File: config.mk
export PLATFORM = sky130hd
export DESIGN_NAME = tri_match_timer
export DESIGN_NICKNAME = d
export VERILOG_FILES = /design/src/rtl/tmt_pkg.sv /design/src/rtl/tmt_counter.sv /design/src/rtl/tmt_snapshot.sv /design/src/rtl/tmt_flags.sv /design/src/rtl/tri_match_timer.sv
export SDC_FILE = /design/constraint.sdc
export NUM_CORES = 2
export LEC_CHECK = 0
export BUFFER_PORTS_ARGS = -buffer_cell sky130_fd_sc_hd__buf_2
export CAP_MARGIN = 20
export CORE_ASPECT_RATIO = 1.75
export CORE_MARGIN = 8
export CORE_UTILIZATION = 40
export CTS_CLUSTER_DIAMETER = 150
export DETAILED_ROUTE_END_ITERATION = 6
export PLACE_DENSITY = 0.62
export SYNTH_ARGS = -nofsm -noshare
export SYNTH_HDL_FRONTEND = slang
export SYNTH_SLANG_ARGS = --single-unit
File: constraint.sdc
create_clock -name clk -period 4.4 [get_ports clk]
set_clock_uncertainty 0.2 [all_clocks]
set_input_delay 0.88 -clock clk [delete_from_list [all_inputs] [get_ports clk]]
set_output_delay 0.88 -clock clk [all_outputs]
set_load 0.02 [all_outputs]
File: src/rtl/tmt_pkg.sv
package tmt_pkg;
  localparam int unsigned TMR_N   = 3;
  localparam int unsigned CMP_N   = 3;
  localparam int unsigned WORD_W  = 32;
  localparam int unsigned ADDR_W  = 6;
  localparam int unsigned FLAG_N  = TMR_N * CMP_N;
  localparam int unsigned SEL_W   = $clog2(CMP_N + 1);

  // word addresses
  localparam int A_CMP     = 0;
  localparam int A_COUNT   = 16;
  localparam int A_RELOAD  = 20;
  localparam int A_SEL     = 24;
  localparam int A_RUN     = 28;
  localparam int A_SNAP    = 36;
  localparam int A_BUSY    = 40;
  localparam int A_FLAG    = 44;

  function automatic int flag_idx(input int t, input int n);
    return t * int'(CMP_N) + n;
  endfunction
endpackage

File: src/rtl/tmt_counter.sv
module tmt_counter #(
  parameter int unsigned CW = 32,
  parameter int unsigned NC = 3,
  parameter int unsigned SW = 2
) (
  input  logic                   clk,
  input  logic                   rst_n,
  input  logic                   run,
  input  logic                   load,
  input  logic [CW-1:0]          load_val,
  input  logic [SW-1:0]          sel,
  input  logic [NC-1:0][CW-1:0]  cmp,
  input  logic [CW-1:0]          reload_val,
  output logic [CW-1:0]          cnt,
  output logic [NC-1:0]          hit
);
  logic reload_fire;

  for (genvar n = 0; n < NC; n++) begin : g_cmp
    assign hit[n] = run && (cnt == cmp[n]);
  end

  always_comb begin
    reload_fire = 1'b0;
    for (int n = 0; n < int'(NC); n++) begin
      if ((32'(sel) == 32'(n + 1)) && hit[n]) reload_fire = 1'b1;
    end
  end

  always_ff @(posedge clk) begin
    if (!rst_n)            cnt <= '0;
    else if (load)         cnt <= load_val;
    else if (run) begin
      if (reload_fire)     cnt <= reload_val;
      else                 cnt <= cnt + CW'(1);
    end
  end
endmodule

File: src/rtl/tmt_snapshot.sv
module tmt_snapshot #(
  parameter int unsigned CW = 32
) (
  input  logic          clk,
  input  logic          rst_n,
  input  logic          req,
  input  logic [CW-1:0] live,
  output logic          busy,
  output logic [CW-1:0] held
);
  logic          phase;
  logic [CW-1:0] stage;

  always_ff @(posedge clk) begin
    if (!rst_n) begin
      busy  <= 1'b0;
      phase <= 1'b0;
      stage <= '0;
      held  <= '0;
    end else if (!busy) begin
      if (req) begin
        busy  <= 1'b1;
        phase <= 1'b0;
      end
    end else if (!phase) begin
      stage <= live;
      phase <= 1'b1;
    end else begin
      held  <= stage;
      busy  <= 1'b0;
      phase <= 1'b0;
    end
  end
endmodule

File: src/rtl/tmt_flags.sv
module tmt_flags #(
  parameter int unsigned NT = 3,
  parameter int unsigned NC = 3
) (
  input  logic             clk,
  input  logic             rst_n,
  input  logic [NT*NC-1:0] hit,
  input  logic [NT*NC-1:0] clr,
  output logic [NT*NC-1:0] flags,
  output logic [NT-1:0]    irq
);
  always_ff @(posedge clk) begin
    if (!rst_n) flags <= '0;
    else        flags <= (flags & ~clr) | hit;
  end

  for (genvar t = 0; t < NT; t++) begin : g_irq
    assign irq[t] = |flags[t*NC +: NC];
  end
endmodule

File: src/rtl/tri_match_timer.sv
module tri_match_timer
  import tmt_pkg::*;
#(
  parameter int unsigned NT = TMR_N,
  parameter int unsigned NC = CMP_N,
  parameter int unsigned CW = WORD_W,
  parameter int unsigned AW = ADDR_W
) (
  input  logic             clk,
  input  logic             rst_n,
  input  logic             reg_wr_en,
  input  logic [AW-1:0]    reg_addr,
  input  logic [CW-1:0]    reg_wdata,
  output logic [CW-1:0]    reg_rdata,
  output logic [NT*NC-1:0] match_flag_o,
  output logic [NT-1:0]    irq_o
);
  localparam int unsigned NF = NT * NC;
  localparam int unsigned SW = $clog2(NC + 1);

  logic [NF-1:0][CW-1:0] cmp_q;
  logic [NT-1:0][CW-1:0] reload_q;
  logic [NT-1:0][SW-1:0] sel_q;
  logic [NT-1:0]         run_q;
  logic [NT-1:0][CW-1:0] cnt_q;
  logic [NT-1:0][CW-1:0] snap_q;
  logic [NT-1:0]         busy_q;
  logic [NT-1:0]         load_stb;
  logic [NT-1:0]         snap_stb;
  logic [NF-1:0]         hit_all;
  logic [NF-1:0]         clr_stb;
  logic [NF-1:0]         flag_q;
  logic [31:0]           addr_n;

  assign addr_n = 32'(reg_addr);

  // strobes decoded from the register port
  always_comb begin
    load_stb = '0;
    snap_stb = '0;
    for (int t = 0; t < int'(NT); t++) begin
      load_stb[t] = reg_wr_en && (addr_n == 32'(A_COUNT + t));
      snap_stb[t] = reg_wr_en && (addr_n == 32'(A_SNAP + t)) && reg_wdata[0];
    end
    clr_stb = (reg_wr_en && (addr_n == 32'(A_FLAG))) ? reg_wdata[NF-1:0] : '0;
  end

  // configuration registers
  always_ff @(posedge clk) begin
    if (!rst_n) begin
      cmp_q    <= '0;
      reload_q <= '0;
      sel_q    <= '0;
      run_q    <= '0;
    end else if (reg_wr_en) begin
      for (int i = 0; i < int'(NF); i++)
        if (addr_n == 32'(A_CMP + i)) cmp_q[i] <= reg_wdata;
      for (int t = 0; t < int'(NT); t++) begin
        if (addr_n == 32'(A_RELOAD + t)) reload_q[t] <= reg_wdata;
        if (addr_n == 32'(A_SEL + t))    sel_q[t]    <= reg_wdata[SW-1:0];
      end
      if (addr_n == 32'(A_RUN)) run_q <= reg_wdata[NT-1:0];
    end
  end

  for (genvar t = 0; t < NT; t++) begin : g_tmr
    tmt_counter #(.CW(CW), .NC(NC), .SW(SW)) u_cnt (
      .clk        (clk),
      .rst_n      (rst_n),
      .run        (run_q[t]),
      .load       (load_stb[t]),
      .load_val   (reg_wdata),
      .sel        (sel_q[t]),
      .cmp        (cmp_q[t*NC +: NC]),
      .reload_val (reload_q[t]),
      .cnt        (cnt_q[t]),
      .hit        (hit_all[t*NC +: NC])
    );

    tmt_snapshot #(.CW(CW)) u_snap (
      .clk   (clk),
      .rst_n (rst_n),
      .req   (snap_stb[t]),
      .live  (cnt_q[t]),
      .busy  (busy_q[t]),
      .held  (snap_q[t])
    );
  end

  tmt_flags #(.NT(NT), .NC(NC)) u_flags (
    .clk   (clk),
    .rst_n (rst_n),
    .hit   (hit_all),
    .clr   (clr_stb),
    .flags (flag_q),
    .irq   (irq_o)
  );

  assign match_flag_o = flag_q;

  // read path
  always_comb begin
    reg_rdata = '0;
    for (int i = 0; i < int'(NF); i++)
      if (addr_n == 32'(A_CMP + i)) reg_rdata = cmp_q[i];
    for (int t = 0; t < int'(NT); t++) begin
      if (addr_n == 32'(A_COUNT + t))  reg_rdata = cnt_q[t];
      if (addr_n == 32'(A_RELOAD + t)) reg_rdata = reload_q[t];
      if (addr_n == 32'(A_SEL + t))    reg_rdata = {{(CW-SW){1'b0}}, sel_q[t]};
      if (addr_n == 32'(A_SNAP + t))   reg_rdata = snap_q[t];
    end
    if (addr_n == 32'(A_RUN))  reg_rdata = {{(CW-NT){1'b0}}, run_q};
    if (addr_n == 32'(A_BUSY)) reg_rdata = {{(CW-NT){1'b0}}, busy_q};
    if (addr_n == 32'(A_FLAG)) reg_rdata = {{(CW-NF){1'b0}}, flag_q};
  end
endmodule

=== Word-level counts from Yosys, hierarchy flattened ===
Cells that the tools add are included.

* Register bits after elaboration: 696
* Bits of input ports: 41
* Output and inout bits: 44

* Add/sub/neg operators: 3
* Eq/ne operators: 41
* Muxes and demuxes: 58
* Bitwise gates (word level): 6
* Reductions and logical operators: 60

{| class="wikitable"
|+ Operators by type and width
! kind !! number
|-
| 32-bit 2-to-1 mux || 33
|-
| 32-bit equality test || 9
|-
| 32-bit by 1-bit adder with 32-bit output (second input constant) || 3
|-
| 6-bit by 5-bit equality test with 1-bit output (second input constant) || 10
|-
| 2-bit AND reduction || 22
|-
| 32-bit logical NOT || 1
|-
| 6-bit equality test (second input constant) || 5
|-
| 1-bit logical AND || 28
|-
| 6-bit by 3-bit equality test with 1-bit output (second input constant) || 4
|-
| 1-bit 2-to-1 mux || 24
|-
| 2-bit equality test (second input constant) || 6
|-
| 6-bit by 2-bit equality test with 1-bit output (second input constant) || 2
|-
| 2-bit nonzero test || 6
|-
| 9-bit AND || 1
|-
| 9-bit 2-to-1 mux || 1
|-
| 9-bit NOT || 1
|-
| 9-bit bitwise OR || 1
|-
| 3-bit OR reduction || 3
|-
| 2-bit by 1-bit equality test with 1-bit output (second input constant) || 3
|-
| 6-bit by 1-bit equality test with 1-bit output (second input constant) || 1
|-
| 6-bit by 4-bit equality test with 1-bit output (second input constant) || 1
|-
| 1-bit NOT || 3
|}

=== Longest topological paths before layout ===
* Word-level depth: 25
* Mapped depth: 11
* Depth with buffers taken out: 9

=== By module ===
A second synthesis with hierarchy kept.

* Cell total of the unflattened synthesis: 4691
* Area, all modules: 38355.5 um^2

{| class="wikitable"
|+ By module, submodules not included
! module !! instances !! cells an instance !! area an instance (um^2) !! seq. area each (um^2)
|-
| tri_match_timer || 1 || 2467 || 19665.1 || 7867.5
|-
| tmt_counter || 3 || 480 || 3545.9 || 640.6
|-
| tmt_snapshot || 3 || 251 || 2575.0 || 1321.3
|-
| tmt_flags || 1 || 31 || 327.8 || 180.2
|}

=== Worst setup path before layout ===
No wires, ideal clock.

* Path type: in2out
* Start: input reg_addr[0]
* End: output reg_rdata[10]
* Arrival: 3513 ps
* Data required time: 3320 ps
* Path slack: -193 ps
* Stages on the path: 8
* Path buffers: 3
* Cells stage by stage: clkbuf_1 > buf_1 > buf_1 > mux4_2 > a22o_1 > a221oi_1 > a31oi_1 > a211o_1

* Longest elaborated chain between the ends: 25
* Elaborated cells between the ends (all ways): 48
* Classes of those cells: 23 x eq/ne; 24 x mux; 1 x reduce/logical

{| class="wikitable"
|+ Ends and longest elaborated chain
! what !! line !! RTL
|-
| from (decl) || tri_match_timer.sv:12 || <nowiki>input logic [AW-1:0] reg_addr,</nowiki>
|-
| 32-bit logical NOT || tri_match_timer.sv:105 || <nowiki>if (addr_n == 32'(A_CMP + i)) reg_rdata = cmp_q[i];</nowiki>
|-
| 32-bit 2-to-1 mux (9 in series) || tri_match_timer.sv:105 ||
|-
| 32-bit 2-to-1 mux || tri_match_timer.sv:107 || <nowiki>if (addr_n == 32'(A_COUNT + t)) reg_rdata = cnt_q[t];</nowiki>
|-
| 32-bit 2-to-1 mux || tri_match_timer.sv:108 || <nowiki>if (addr_n == 32'(A_RELOAD + t)) reg_rdata = reload_q[t];</nowiki>
|-
| 32-bit 2-to-1 mux || tri_match_timer.sv:109 || <nowiki>if (addr_n == 32'(A_SEL + t)) reg_rdata = {{(CW-SW){1'b0}}, sel_q[t]};</nowiki>
|-
| 32-bit 2-to-1 mux || tri_match_timer.sv:110 || <nowiki>if (addr_n == 32'(A_SNAP + t)) reg_rdata = snap_q[t];</nowiki>
|-
| 32-bit 2-to-1 mux || tri_match_timer.sv:107 ||
|-
| 32-bit 2-to-1 mux || tri_match_timer.sv:108 ||
|-
| 32-bit 2-to-1 mux || tri_match_timer.sv:109 ||
|-
| 32-bit 2-to-1 mux || tri_match_timer.sv:110 ||
|-
| 32-bit 2-to-1 mux || tri_match_timer.sv:107 ||
|-
| 32-bit 2-to-1 mux || tri_match_timer.sv:108 ||
|-
| 32-bit 2-to-1 mux || tri_match_timer.sv:109 ||
|-
| 32-bit 2-to-1 mux || tri_match_timer.sv:110 ||
|-
| 32-bit 2-to-1 mux || tri_match_timer.sv:112 || <nowiki>if (addr_n == 32'(A_RUN)) reg_rdata = {{(CW-NT){1'b0}}, run_q};</nowiki>
|-
| 32-bit 2-to-1 mux || tri_match_timer.sv:113 || <nowiki>if (addr_n == 32'(A_BUSY)) reg_rdata = {{(CW-NT){1'b0}}, busy_q};</nowiki>
|-
| 32-bit 2-to-1 mux (*) || tri_match_timer.sv:114 || <nowiki>if (addr_n == 32'(A_FLAG)) reg_rdata = {{(CW-NF){1'b0}}, flag_q};</nowiki>
|-
| to (decl) || tri_match_timer.sv:14 || <nowiki>output logic [CW-1:0] reg_rdata,</nowiki>
|}

Every way passes the cells marked *; elsewhere a longest branch is shown, timed or not.

=== Worst setup path in the final report ===
* Start: input reg_addr[0]
* End: output reg_rdata[28]

Same word-level chain as after synthesis.

==> key figures <==
Worst hold path
  – Hold Crit Class: reg -> reg
  – Hold worst-path end: g_tmr[2].u_snap.held[15]
  – Hold path depth: 2
  – Hold Startpoint: g_tmr[2].u_snap.stage[15]

STA
  – Final hold violations: 0
  – Final WS setup: -0.0487 ns
  – Rel. slew slack: 10.4%
  – Worst-Margin Slew: 1.33 ns
  – RSZ-0062 raised after global routing: yes
  – Tmin final: 4.45 ns
  – Final setup violating endpoints: 4
  – Peak Freq: 0.225 GHz
  – Final Max Tran Viols: 0
  – Period utilization: 101%

Floorplanning
  – Starting Density: 40.2%
  – Core Box Area: 95200 sq um
  – Die width: 250 um
  – Die area: 106000 sq um
  – # rows: 150
  – Die Ht: 425 um
  – IO Pins: 85

Detailed routing
  – Via-to-Cell Ratio: 6.52
  – 1st-iter DRT viols: 4992
  – Vias post-DR: 40600
  – 1st-pass router iterations: 7
  – DR DRC count: 2
  – DR WL/cell: 37.8 um
  – Post-DRT Antenna Nets: 0
  – Final WL: 235 mm

Setup path
  – FF-to-FF path depth: 9
  – Worst setup EP type: output port
  – FF-to-FF Start: g_tmr[2].u_cnt.cnt[27]
  – CP Cell Sequence: buf_6, buf_8, buf_4, mux4_2, a22o_1, a221oi_2, buf_4, a31oi_2, a211o_1, buf_2
  – R2R Path End: g_tmr[2].u_cnt.cnt[9]
  – Reg-to-reg slack, setup: 0.14 ns
  – Req. time, crit path: 3.32 ns
  – CP dominant cell by count: buf_4
  – Setup CP Type: in -> out
  – Worst Path Max Fanout: 11
  – Startpoint types: input port
  – Maximum single-stage delay on the critical path: 0.56 ns
  – Critical path launch point: reg_addr[0]
  – WP data arrival: 3.37 ns
  – CP max stage cell: mux4_2

Final layout
  – Leading cell type in the layout, fill and taps excluded: nand2_1
  – Share of layout cells above drive strength 1: 15.4%
  – Most frequent cells in the layout: nand2_1 (1296), dfxtp_1 (693), a21boi_0 (595)
  – Synth-to-layout area growth: 16.5%
  – Final nets: 4983
  – Final non-filler cell total: 6220

Place
  – Dpl cells: 6076
  – Routability Congestion: 1.11
  – IO Port Bufs: 84
  – Pre-CTS WS: -0.538 ns
  – Final HPWL DP: 175 mm

GRT
  – Remaining Overflow, GRT: 0
  – GR Util met3: 9.85%
  – Tot GR Track Use: 42.9%
  – First-pass GRT wire length: 318 mm
  – Most Crowded Layer GR: met2
  – GR Layer Usage met2: 67.6%
  – Initial antenna violation count: 16
  – Number of global-route vias before repair: 38200
  – Largest net degree at the start of global routing: 113
  – GRT met1 Usage: 45.3%

Synthesis
  – Mapped Cells: 4866
  – Synth Cell Area: 38200 sq um
  – Post-synth EDFFs: 0
  – Mapped Avg Cell Area: 7.86 sq um
  – Post-Synth Simple-Gate Area: 24.4%
  – Unique cell type count in the Yosys netlist: 86
  – Yosys warns: 0
  – Adder-Cell Fraction of Synth Area: 0.0982%
  – Post-synthesis mux area share: 4.41%
  – Synth Flop Type: dfxtp_1
  – FFs w/ async S/R, synth: 0%
  – Post-synthesis register bit count: 696
  – Sequential share of the synthesized area: 36.4%
  – Syn Nets: 4910
  – Post-synthesis compound-gate area fraction: 22.6%
  – Synth Area in XOR/XNOR: 6.83%
  – Largest family of logic cells by synthesized area: simple AND/OR/NAND/NOR gates

Clocking
  – Worst skew pair latency: 0.71 ns
  – Clock Sinks: 696
  – CTS Hold Bufs: 0
  – CTS max path bufs: 3
  – H-Tree Depth: 3
  – CTS tree: done
  – Inserted Clock Buffers: 71
  – Clk slew on worst S/H paths: 0.06 ns
  – Clock Tree Root: clkbuf_16

Outcome
  – Failing checks: DRC, setup timing
  – Status: finished with violations

Job
  – Max Cap Viol: 0

Power and ir drop
  – P_leak: 16.2 nW
  – Max IR drop VDD: 303 uV
  – Power Dens Cells: 326 nW/um^2
registers in the layout, summed over array words and instances (netlist names):
name / count
reload_q: 96
u_flags.flags: 9
g_tmr.u_snap.phase: 3
g_tmr.u_snap.held: 96
g_tmr.u_cnt.cnt: 96
sel_q: 6
run_q: 3
g_tmr.u_snap.busy: 3
g_tmr.u_snap.stage: 96
cmp_q: 288
cells in the mapped netlist, types with 20 or more instances:
| library cell | n | area share [%] |
|---|---|---|
| dfxtp_1 | 696 | 36 |
| mux2i_1 | 29 | 0.76 |
| o22ai_1 | 23 | 0.38 |
| inv_1 | 23 | 0.23 |
| a21boi_0 | 595 | 12 |
| a21oi_1 | 83 | 1.1 |
| clkbuf_1 | 446 | 4.4 |
| or4_1 | 20 | 0.39 |
| nor3_1 | 94 | 1.2 |
| o21ai_0 | 111 | 1.5 |
| xnor2_1 | 148 | 3.4 |
| or3_1 | 27 | 0.44 |
| and3_1 | 39 | 0.64 |
| nor2_1 | 157 | 1.5 |
| a31oi_1 | 61 | 1.0 |
| nor4b_1 | 28 | 0.64 |
| mux4_2 | 54 | 3.2 |
| nand2_1 | 1300 | 13 |
| a22oi_1 | 32 | 0.63 |
| xor2_1 | 150 | 3.4 |
| o221ai_1 | 37 | 0.85 |
| a221oi_1 | 73 | 1.7 |
| nand4_1 | 84 | 1.4 |
| a22o_1 | 27 | 0.62 |
| nor4_1 | 72 | 1.2 |
| a211o_1 | 23 | 0.53 |
| nand3_1 | 113 | 1.5 |
area by class of cell:
cell class | count | area [sq um]
fillers | 9458 | 50600
multi-input cells | 3661 | 22700
flip-flops and latches | 696 | 13900
repair buffers | 484 | 3800
clock buffers | 93 | 1960
well taps | 1216 | 1520
clock inverters | 35 | 507
inverters | 25 | 93.8
diodes | 10 | 25.0
per-stage QoR:
step                hold slack, ns  setup TNS, ns  total power, mW  instance area (sq um)  util [%]
CTS                          0.265              0             14.4                  44300      46.6
global route                 0.278        -0.0307             14.8                  44500      46.8
global placement             0.246          -3.78             7.84                  41700      43.8
detailed placement           0.256          -3.38             7.84                  41700      43.8
floorplan                    0.241              0             7.16                  38200         -
finish                       0.257        -0.0792             14.5                  44600      46.8
worst max-delay path, delay by kind of cell:
family / cells / cell delay (ns)
AOI/OAI and AO/OA: 4 / 1.05
muxes: 1 / 0.56
buffers and inverters: 5 / 0.88
worst max path at each step:
stage          depth (start not counted)             to  slack, ns
6_report                              10  reg_rdata[28]      -0.05
5_1_grt                               11  reg_rdata[15]     -0.009
4_1_cts                               11  reg_rdata[24]      0.007
3_5_place_dp                          10  reg_rdata[27]      -0.54
3_3_place_gp                          10  reg_rdata[27]      -0.57
2_1_floorplan                          9   reg_rdata[1]       0.06
timing repair:
action / CTS / global route
endpoints found under the setup margin: 27 / 30
pin swaps: 4 / 12
gates cloned: 0 / 1
resized for setup: 41 / 37
setup buffers: 1 / 3
logic make-up (layout without fill, tap and decap cells):
logic type	Yosys count	after routing
other cells	0	10
compound gates	1189	1189
fa+ha+maj	3	3
xor+xnor	298	298
simple gates	2072	2072
mux	99	99
flops	696	696
buf+inv	509	637
routing by layer:
layer,routed length (um),up-vias,part of all wire [%]
met3,21400,925,9.1
met4,31000,4,13
met5,23,-,0.0098
met2,105000,2781,45
li1,-,17200,-
met1,77800,19700,33
power breakdown:
group,total (mW),internal [mW],switching [mW]
Clock,6.73,3.72,3.01
Combinational,1.33,0.443,0.888
Sequential,6.46,6.34,0.128
Total,14.5,10.5,4.02
No activity file was read; power rests on OpenSTA's default activity.
